<file path="src/rtl/mv_pkg.sv">
package mv_pkg;
    localparam int LANES = 8;

    typedef enum logic [2:0] {
        MC_SHORT = 3'd0,
        MC_LONG  = 3'd1,
        MC_FILL1 = 3'd2,
        MC_FILL8 = 3'd3,
        MC_BYTE  = 3'd4
    } mv_class_e;

    typedef enum logic [2:0] {
        S_IDLE, S_SLOAD, S_SSTORE, S_LCOPY, S_PFETCH, S_PFILL, S_BCOPY, S_FINISH
    } mv_state_e;
endpackage

</file>
<file path="src/rtl/mv_classify.sv">
module mv_classify
    import mv_pkg::*;
#(
    parameter int AW        = 16,
    parameter int LW        = 8,
    parameter int SHORT_MAX = 16
) (
    input  logic [AW-1:0] src,
    input  logic [AW-1:0] dst,
    input  logic [LW-1:0] len_m1,
    output mv_class_e     cls
);
    logic [AW:0] s_ext, d_ext, s_end, s_p1, s_p8;
    logic        overlap;

    always_comb begin
        s_ext   = {1'b0, src};
        d_ext   = {1'b0, dst};
        s_end   = s_ext + {{(AW+1-LW){1'b0}}, len_m1} + (AW+1)'(1);
        s_p1    = s_ext + (AW+1)'(1);
        s_p8    = s_ext + (AW+1)'(LANES);
        overlap = (d_ext > s_ext) && (d_ext < s_end);
        if (overlap) begin
            if (d_ext == s_p1)      cls = MC_FILL1;
            else if (d_ext == s_p8) cls = MC_FILL8;
            else                    cls = MC_BYTE;
        end else if (int'(len_m1) < SHORT_MAX) begin
            cls = MC_SHORT;
        end else begin
            cls = MC_LONG;
        end
    end
endmodule

</file>
<file path="src/rtl/mv_lane_mask.sv">
module mv_lane_mask #(
    parameter int CW    = 9,
    parameter int LANES = 8
) (
    input  logic [CW-1:0]    rem_bytes,
    output logic [LANES-1:0] be
);
    for (genvar i = 0; i < LANES; i++) begin : g_lane
        assign be[i] = rem_bytes > CW'(i);
    end
endmodule

</file>
<file path="src/rtl/mv_move_seq.sv">
module mv_move_seq
    import mv_pkg::*;
#(
    parameter int AW        = 16,
    parameter int LW        = 8,
    parameter int SHORT_MAX = 16
) (
    input  logic          clk,
    input  logic          rst_n,
    input  logic          start,
    input  logic [AW-1:0] src_addr,
    input  logic [AW-1:0] dst_addr,
    input  logic [LW-1:0] len_m1,
    output logic          busy,
    output logic          done,
    output logic [2:0]    move_class,
    output logic          mem_rd_en,
    output logic [AW-1:0] mem_rd_addr,
    input  logic [63:0]   mem_rd_data,
    output logic          mem_wr_en,
    output logic [AW-1:0] mem_wr_addr,
    output logic [63:0]   mem_wr_data,
    output logic [7:0]    mem_wr_be
);
    localparam int CW          = LW + 1;
    localparam int DW          = LANES * 8;
    localparam int LB          = $clog2(LANES);
    localparam int SHORT_BEATS = SHORT_MAX / LANES;
    localparam int SB_IW       = $clog2(SHORT_BEATS);

    mv_state_e       state_q, state_d;
    mv_class_e       cls_w, cls_q;
    logic [AW-1:0]   src_q, dst_q;
    logic [CW-1:0]   total_q, off_q, rem_w;
    logic [DW-1:0]   pat_q;
    logic [DW-1:0]   sbuf_q [SHORT_BEATS];
    logic [SB_IW-1:0] beat_idx;
    logic [CW:0]     off_beat, off_byte;
    logic            last_beat, last_byte;
    logic [LANES-1:0] mask_w;
    logic [AW-1:0]   off_ext;

    mv_classify #(.AW(AW), .LW(LW), .SHORT_MAX(SHORT_MAX)) u_cls (
        .src(src_addr), .dst(dst_addr), .len_m1(len_m1), .cls(cls_w)
    );

    assign rem_w = total_q - off_q;

    mv_lane_mask #(.CW(CW), .LANES(LANES)) u_mask (
        .rem_bytes(rem_w), .be(mask_w)
    );

    assign off_beat  = {1'b0, off_q} + (CW+1)'(LANES);
    assign off_byte  = {1'b0, off_q} + (CW+1)'(1);
    assign last_beat = off_beat >= {1'b0, total_q};
    assign last_byte = off_byte >= {1'b0, total_q};
    assign beat_idx  = off_q[LB +: SB_IW];
    assign off_ext   = {{(AW-CW){1'b0}}, off_q};

    // state and datapath registers
    always_ff @(posedge clk or negedge rst_n) begin
        if (!rst_n) begin
            state_q <= S_IDLE;
            cls_q   <= MC_SHORT;
            src_q   <= '0;
            dst_q   <= '0;
            total_q <= '0;
            off_q   <= '0;
            pat_q   <= '0;
            for (int b = 0; b < SHORT_BEATS; b++) sbuf_q[b] <= '0;
        end else begin
            state_q <= state_d;
            unique case (state_q)
                S_IDLE: if (start) begin
                    src_q   <= src_addr;
                    dst_q   <= dst_addr;
                    total_q <= {1'b0, len_m1} + CW'(1);
                    off_q   <= '0;
                    cls_q   <= cls_w;
                end
                S_SLOAD: begin
                    sbuf_q[beat_idx] <= mem_rd_data;
                    off_q <= last_beat ? '0 : off_beat[CW-1:0];
                end
                S_SSTORE, S_LCOPY, S_PFILL: off_q <= off_beat[CW-1:0];
                S_PFETCH: pat_q <= (cls_q == MC_FILL1) ? {LANES{mem_rd_data[7:0]}}
                                                       : mem_rd_data;
                S_BCOPY:  off_q <= off_byte[CW-1:0];
                S_FINISH: off_q <= '0;
                default:  ;
            endcase
        end
    end

    // next state
    always_comb begin
        state_d = state_q;
        unique case (state_q)
            S_IDLE: if (start) begin
                unique case (cls_w)
                    MC_SHORT:          state_d = S_SLOAD;
                    MC_LONG:           state_d = S_LCOPY;
                    MC_FILL1, MC_FILL8: state_d = S_PFETCH;
                    default:           state_d = S_BCOPY;
                endcase
            end
            S_SLOAD:  if (last_beat) state_d = S_SSTORE;
            S_SSTORE: if (last_beat) state_d = S_FINISH;
            S_LCOPY:  if (last_beat) state_d = S_FINISH;
            S_PFETCH: state_d = S_PFILL;
            S_PFILL:  if (last_beat) state_d = S_FINISH;
            S_BCOPY:  if (last_byte) state_d = S_FINISH;
            S_FINISH: state_d = S_IDLE;
            default:  state_d = S_IDLE;
        endcase
    end

    // outputs
    always_comb begin
        busy        = state_q != S_IDLE;
        done        = state_q == S_FINISH;
        move_class  = cls_q;
        mem_rd_en   = 1'b0;
        mem_wr_en   = 1'b0;
        mem_rd_addr = src_q + off_ext;
        mem_wr_addr = dst_q + off_ext;
        mem_wr_data = mem_rd_data;
        mem_wr_be   = mask_w;
        unique case (state_q)
            S_SLOAD:  mem_rd_en = 1'b1;
            S_SSTORE: begin
                mem_wr_en   = 1'b1;
                mem_wr_data = sbuf_q[beat_idx];
            end
            S_LCOPY: begin
                mem_rd_en = 1'b1;
                mem_wr_en = 1'b1;
            end
            S_PFETCH: mem_rd_en = 1'b1;
            S_PFILL: begin
                mem_wr_en   = 1'b1;
                mem_wr_data = pat_q;
            end
            S_BCOPY: begin
                mem_rd_en = 1'b1;
                mem_wr_en = 1'b1;
                mem_wr_be = {{(LANES-1){1'b0}}, 1'b1};
            end
            default: ;
        endcase
    end
endmodule

</file>
<file path="config.mk">
export PLATFORM = sky130hd
export DESIGN_NAME = mv_move_seq
export DESIGN_NICKNAME = d
export VERILOG_FILES = /design/src/rtl/mv_pkg.sv /design/src/rtl/mv_classify.sv /design/src/rtl/mv_lane_mask.sv /design/src/rtl/mv_move_seq.sv
export SDC_FILE = /design/constraint.sdc
export NUM_CORES = 1
export LEC_CHECK = 0
export BUFFER_PORTS_ARGS = -buffer_cell sky130_fd_sc_hd__buf_2
export CAP_MARGIN = 30
export CORE_MARGIN = 2
export CORE_UTILIZATION = 54
export CTS_BUF_LIST = sky130_fd_sc_hd__clkbuf_2 sky130_fd_sc_hd__clkbuf_4 sky130_fd_sc_hd__clkbuf_8
export CTS_CLUSTER_DIAMETER = 200
export DETAILED_ROUTE_END_ITERATION = 8
export PLACE_DENSITY = 0.79
export REMOVE_ABC_BUFFERS = 1
export SLEW_MARGIN = 5
export SYNTH_ARGS = -nofsm -noshare
export SYNTH_HDL_FRONTEND = slang
export SYNTH_SLANG_ARGS = --single-unit
</file>
<file path="constraint.sdc">
create_clock -name clk -period 3.4 [get_ports clk]
set_clock_uncertainty 0.2 [all_clocks]
set_input_delay 0.68 -clock clk [delete_from_list [all_inputs] [get_ports clk]]
set_output_delay 0.68 -clock clk [all_outputs]
set_load 0.02 [all_outputs]
</file>
After elaboration in Yosys (flattened, before gate mapping)
Cells that the tools add are included.
{"block": "op_classes", "addsub": 10, "n_mul": 0, "div": 0, "magnitude_cmp": 15, "eq_ne": 17, "n_shift": 0, "mux": 24, "bitwise_logic": 1, "n_reduce_logical": 13}
{"cell": "2-to-1 mux 64 bit", "n": 5}
{"cell": "bitwise mux 128 bit", "n": 1}
{"cell": "case mux 64 bit (2 select lines)", "n": 1}
{"cell": "demux 64 bit (select 1 bit)", "n": 1}
{"cell": "case mux 9 bit (5 select lines)", "n": 1}
{"cell": "greater-than comparator 9 x 3 -> 1 bit (second input constant)", "n": 4}
{"cell": "== test 16 x 17 -> 1 bit", "n": 2}
{"cell": "adder 16 x 9 -> 16 bit", "n": 2}
{"cell": "2-to-1 mux 3 bit", "n": 7}
{"cell": "greater-or-equal comparator 10 x 9 -> 1 bit", "n": 2}
{"cell": "greater-than comparator 9 x 1 -> 1 bit (second input constant)", "n": 2}
{"cell": "greater-than comparator 9 x 2 -> 1 bit (second input constant)", "n": 2}
{"cell": "2-to-1 mux 9 bit", "n": 2}
{"cell": "case mux 3 bit (6 select lines)", "n": 1}
{"cell": "adder 16 x 1 -> 17 bit (second input constant)", "n": 1}
{"cell": "adder 16 x 4 -> 17 bit (second input constant)", "n": 1}
{"cell": "adder 16 x 8 -> 17 bit", "n": 1}
{"cell": "adder 17 x 1 -> 17 bit (second input constant)", "n": 1}
{"cell": "less-than comparator 16 x 17 -> 1 bit", "n": 1}
{"cell": "greater-than comparator 16 bit", "n": 1}
{"cell": "== test 3 x 2 -> 1 bit (second input constant)", "n": 5}
{"cell": "== test 3 bit (second input constant)", "n": 4}
{"cell": "adder 9 x 1 -> 10 bit (second input constant)", "n": 1}
{"cell": "adder 9 x 4 -> 10 bit (second input constant)", "n": 1}
{"cell": "21 further kinds", "n": 30}
{"block": "word_totals", "ff_bits": 248, "latch_bits": 0, "ramBits": 0, "mem_bits_ro": 0, "in_bits": 107, "out_inout_bits": 111, "n_memories": 0}

Logic depth before layout (Yosys ltp)
{"block": "logic_depth", "word_depth": 10, "mapped_depth": 19}

Hierarchy
A second synthesis with hierarchy kept.
{"block": "unflattened", "cells_unflattened": 1530, "hier_area_um2": 15554.9}
{"module": "mv_move_seq", "instances": 1, "cells_per_inst": 1238, "area_each_um2": 13444.1}
{"module": "mv_classify", "instances": 1, "cells_per_inst": 276, "area_each_um2": 2019.4}
{"module": "mv_lane_mask", "instances": 1, "cells_per_inst": 16, "area_each_um2": 91.3}

Worst setup path after synthesis
Ideal clock, no wire load.
{"block": "synth_timing", "kind": "input -> register", "from": "input src_addr[0]", "to": "register state_q[1]", "setup_time_ns": 0.082, "t_arrival_ns": 3.959, "required_ns": 3.118, "setup_slack_ns": -0.841, "cell_stages": 18, "cell_sequence": "inv_1 ha_1 fa_1 nor2b_1 o21ai_0 a21o_1 a21oi_2 nand3_1 xnor2_1 ha_1 a211oi_1 nand2_1 a2111oi_0 a21oi_1 a2bb2oi_1 or2_2 or2_1 a31oi_1"}
{"block": "synth_via", "elab_chain_len": 10, "word_cells_on_any_way": 20}
{"element": "from (decl)", "line_no": "mv_move_seq.sv:11", "rtl": "input logic [AW-1:0] src_addr,"}
{"element": "adder 16 x 8 -> 17 bit / adder 16 x 4 -> 17 bit (equally long branches)", "line_no": "mv_classify.sv:19, mv_classify.sv:21"}
{"element": "adder 17 x 1 -> 17 bit / == test 16 x 17 -> 1 bit (equally long branches)", "line_no": "mv_classify.sv:19, mv_classify.sv:25"}
{"element": "less-than comparator 16 x 17 -> 1 bit / 2-to-1 mux 3 bit (equally long branches)", "line_no": "mv_classify.sv:22, mv_classify.sv:25"}
{"element": "logical AND 1 bit / 2-to-1 mux 3 bit (equally long branches)", "line_no": "mv_classify.sv:22, mv_classify.sv:24"}
{"element": "2-to-1 mux 3 bit *", "line_no": "mv_classify.sv:23", "rtl": "if (overlap) begin"}
{"element": "== test 3 x 2 -> 1 bit", "line_no": "mv_move_seq.sv:100", "rtl": "unique case (cls_w)"}
{"element": "OR reduction 2 bit", "line_no": "mv_move_seq.sv:100"}
{"element": "case mux 3 bit (3 select lines) *", "line_no": "mv_move_seq.sv:100"}
{"element": "2-to-1 mux 3 bit *", "line_no": "mv_move_seq.sv:99", "rtl": "S_IDLE: if (start) begin"}
{"element": "case mux 3 bit (6 select lines) *", "line_no": "mv_move_seq.sv:98", "rtl": "unique case (state_q)"}
{"element": "to (signal assigned)", "line_no": "mv_move_seq.sv:72", "rtl": "state_q <= state_d;"}
{"element": "to (decl)", "line_no": "mv_move_seq.sv:31", "rtl": "mv_state_e state_q, state_d;"}
Every way passes the cells marked *; elsewhere a longest branch is shown, timed or not. The select of a mux whose other input is x is not followed.
A chain may end at the register's enable or synchronous reset.

Worst setup path in the final report
{"block": "layout_timing", "from": "register off_q[0]", "to": "output mem_wr_addr[14]"}
{"block": "layout_via", "elab_chain_len": 1}
{"element": "from (decl)", "line_no": "mv_move_seq.sv:34", "rtl": "logic [CW-1:0] total_q, off_q, rem_w;"}
{"element": "from (signal assigned)", "line_no": "mv_move_seq.sv:83", "rtl": "off_q <= last_beat ? '0 : off_beat[CW-1:0];"}
{"element": "from (signal assigned)", "line_no": "mv_move_seq.sv:85", "rtl": "S_SSTORE, S_LCOPY, S_PFILL: off_q <= off_beat[CW-1:0];"}
{"element": "from (signal assigned)", "line_no": "mv_move_seq.sv:88", "rtl": "S_BCOPY: off_q <= off_byte[CW-1:0];"}
{"element": "adder 16 x 9 -> 16 bit", "line_no": "mv_move_seq.sv:126", "rtl": "mem_wr_addr = dst_q + off_ext;"}
{"element": "to (decl)", "line_no": "mv_move_seq.sv:21", "rtl": "output logic [AW-1:0] mem_wr_addr,"}
Every way passes these cells.

==> results_dict.tcl <==
set metrics [dict create \
    seq_area_sq_um 6210 \
    port_buffers 217 \
    cp.arrival_ns 3.29 \
    cpPeakStageDelay_ns 0.41 \
    clock-root-buffer "sky130_fd_sc_hd__clkbuf_8" \
    num_rows 61 \
    post_route_cells_drive_above_1_share_pct 37.0 \
    synthToLayoutAreaGrowth_pct 27.3 \
    peakVddDrop_uv 482 \
    grt_pass1_wl_mm 73.7 \
    worstHoldEndpoint "sbuf_q[15]$_DFFE_PN0P_" \
    synth-warning-count 0 \
    gr-usage-met3_pct 4.99 \
    power.leakage_uw 0.00905 \
    synth_cell_count_leaders "248 x sky130_fd_sc_hd__dfrtp_1, 160 x sky130_fd_sc_hd__nor2_1, 155 x sky130_fd_sc_hd__a21oi_1" \
    clk_pin_slew_worst_setup_hold_paths_ns 0.06 \
    max_slew.worst_pin.slew_ns 0.982 \
    detailedPlace.worstSlack_ns -1.29 \
    yosysSeqAreaShare_pct 40.3 \
    post_synth_top_area_cell "sky130_fd_sc_hd__dfrtp_1" \
    grt-busiest-layer "met2" \
    drc_errors 0 \
    floorplan.initialDensity_pct 55.2 \
    worst_hold_startpoint "mem_rd_data[15]" \
    floorplan.die_area_sq_um 29900 \
    grt_util_met1_pct 38.5 \
    worst_r2r_end "state_q[0]$_DFFE_PN0P_" \
    synth-edff-count 0 \
    finalWorstSetupSlack_ns -0.775 \
    setup.reg_to_reg.worst_slack_ns 0.05 \
    worstPathRequired_ns 2.52 \
    post_drt_via_cell_ratio 6.03 \
    multiInputGateArea_sq_um 9230 \
    clock_latency_ns 0.55 \
    io_pins 218 \
    drt_wl_total_mm 46.6 \
    grt_start_max_net_pins 81 \
    finalNetCount 2086 \
    crit_path_max_fanout 3 \
    clock_buffer_depth 3 \
    max_clock_freq_mhz 240 \
    grt_setup_unrepaired "true" \
    cts_tree "built" \
    power.total_uw 18400 \
    core_region_area_sq_um 27900 \
    r2r_cells 12 \
    htreeDepth 2 \
    overflow 0 \
    timing.max_slew.rel_slack_pct 34.3 \
    outcome "finished, violations left" \
    drt_pre_antenna_iters 5 \
    synth_seq_cells 248 \
    powerDensity_nw_per_um2 936 \
    syn-cell-area_sq_um 15400 \
    antenna_left 0 \
    synth_area_per_cell_sq_um 9.83 \
    worstSetupEndpointType "output pin" \
    slew_viol_final 0 \
    die_height_um 173 \
    antenna_found_initial 6 \
    top_flip_flop_cell_by_instance_count_after_synthesis "sky130_fd_sc_hd__dfrtp_1" \
    netlist_instances 1567 \
    setup.worst_path.class "flip-flop to output pin" \
    most_common_cell_in_the_synthesized_netlist "sky130_fd_sc_hd__dfrtp_1" \
    async_reset_ff_share_pct 100 \
    cp_slowest_cell "sky130_fd_sc_hd__dfrtp_2" \
    worst_hold_check_slack_ns 0.176 \
    cts.sink_count 248 \
    met2_routing_resource_usage_after_global_routing_pct 51.1 \
    hold_path_depth 2 \
    synthDominantCellAreaShare_pct 40.3 \
    place_hpwl_mm 31.6 \
    timing.critical_path.mode_cell "sky130_fd_sc_hd__buf_6" \
    layout.filler_cells 2057 \
    violations "setup timing" \
    crit_path_cell_trace "buf_6 > ha_4 > inv_2 > fa_2 > nor2b_2 > o21ai_2 > a21boi_2 > buf_6 > o21ai_4 > a21oi_2 > o211ai_1 > a21oi_1 > xor2_1 > buf_4" \
    final_report_hold_violation_count 0 \
    crit_path_start_kind "flip-flop" \
    average_wire_length_per_cell_after_detail_routing_um 20.3 \
    gp_congestion 0.970 \
    setup_viol 35 \
    dr.first_iter.drc_count 1193 \
    die_width_um 173 \
    min_period_ns 4.17 \
    final_core_utilization_pct 70.2 \
    numPlacedInstances 2191 \
    synth_area_leaders "sky130_fd_sc_hd__dfrtp_1 40%, sky130_fd_sc_hd__mux2_2 10%, sky130_fd_sc_hd__ha_1 7.1%, sky130_fd_sc_hd__a21oi_1 5.0%, sky130_fd_sc_hd__mux2i_1 4.3%" \
    synth_cell_types 74 \
    rr_startpoint "off_q[3]$_DFFE_PN0P_" \
    final_cell_count_no_fill 2298 \
    globalRouteTotalUtil_pct 30.1 \
    timing.hold.worst.class "input pin to flip-flop" \
    cts_inserted_buffers 43 \
    num_vias 13800 \
    maxCapViolCount 0 \
    via_count_of_the_first_global_routing_pass 14100 \
    final_min_period_over_clock_period_pct 123 \
]
## where the power goes
group	leakage [uW]	total [uW]	internal (uW)	switching, uW
registers	0.00292	5280	4370	911
clock network	0.000475	2820	1580	1240
logic	0.00566	10300	4680	5590
## sequential cells by signal, indices dropped and copies added (netlist names)
name and flops:
sbuf_q 128, off_q 9, move_class 3, state_q 3, total_q 9, dst_q 16
src_q 16, pat_q 64
## logic make-up after synthesis
logic type | share of synthesized area, %
AO/OA/AOI/OAI | 16.2
XOR/XNOR | 5.17
adder cells (fa/ha/maj) | 7.67
buffers and inverters | 4.01
flip-flops | 40.3
multiplexers | 14.3
AND/OR/NAND/NOR | 12.4
## worst max path at each step
| stage | start | endpoint | slack [ns] | depth (start not counted) |
|---|---|---|---|---|
| 2_1_floorplan | off_q[3]$_DFFE_PN0P_ | sbuf_q[0]$_DFFE_PN0P_ | -2.83 | 3 |
| 3_3_place_gp | src_addr[1] | state_q[1]$_DFFE_PN0P_ | -1.13 | 18 |
| 3_5_place_dp | src_addr[1] | state_q[1]$_DFFE_PN0P_ | -1.29 | 18 |
| 4_1_cts | total_q[0]$_DFFE_PN0P_ | mem_wr_be[2] | -0.78 | 14 |
| 5_1_grt | off_q[0]$_DFFE_PN0P_ | mem_wr_addr[14] | -0.91 | 14 |
| 6_report | off_q[0]$_DFFE_PN0P_ | mem_wr_addr[14] | -0.77 | 14 |
## per-stage QoR
stage          TNS, ns  cell area (sq um)
6_report        -18.44              19600
2_1_floorplan  -561.59              15000
5_1_grt         -22.22              19600
3_3_place_gp    -11.51              17600
4_1_cts         -15.94              19300
3_5_place_dp    -13.63              17700
## layout make-up
| type | count | share of cell area, % |
|---|---|---|
| diodes | 6 | 0.0765 |
| flip-flops and latches | 248 | 31.7 |
| multi-input cells | 1166 | 47.0 |
| inverters | 58 | 1.15 |
| repair buffers | 370 | 13.1 |
| well taps | 378 | 2.41 |
| clock inverters | 5 | 0.249 |
| clock buffers | 67 | 4.29 |
## layer usage
metal | vias to the layer above | routed length, um
met2 | 613 | 22700
met3 | 149 | 3460
li1 | 6278 | -
met1 | 6806 | 18600
met4 | 2 | 1790
met5 | - | 9
## layout by cell type, fill, tap and decap left out, drive strengths merged, types with 9 or more instances in the layout
master	netlist	final
xor2	30	30
a21o	13	13
nor3	15	15
nand4	13	13
nor2	161	161
o21ai	65	65
xnor2	60	60
buf	19	369
a221o	65	65
o21a	9	9
and2	12	12
nand2	114	114
nand3	28	28
a21oi	156	156
mux2i	66	66
dfrtp	248	248
clkbuf	76	67
ha	88	88
mux2	137	137
inv	58	61
nor2b	14	14
nand2b	11	11
## worst max-delay path, delay by kind of cell, from the launching register on
family	cells	cell delay, ns
xor gates and xnor gates	1	0.22
buffers and inverters	4	0.49
adders and majority gates	2	0.52
AOI/OAI and AO/OA	6	0.96
DFF	1	0.41
and+or+nand+nor	1	0.14
## repair_timing
action / 4_1_cts / 5_1_grt
hold endpoints to repair: 76 / 0
setup endpoints to repair: 100 / 89
gates resized for setup: 154 / 57
cloned: 0 / 0
hold buffers: 1 / 0
buffers inserted: 19 / 18
pin swaps: 82 / 48
Power figures use the tool's default switching activity.
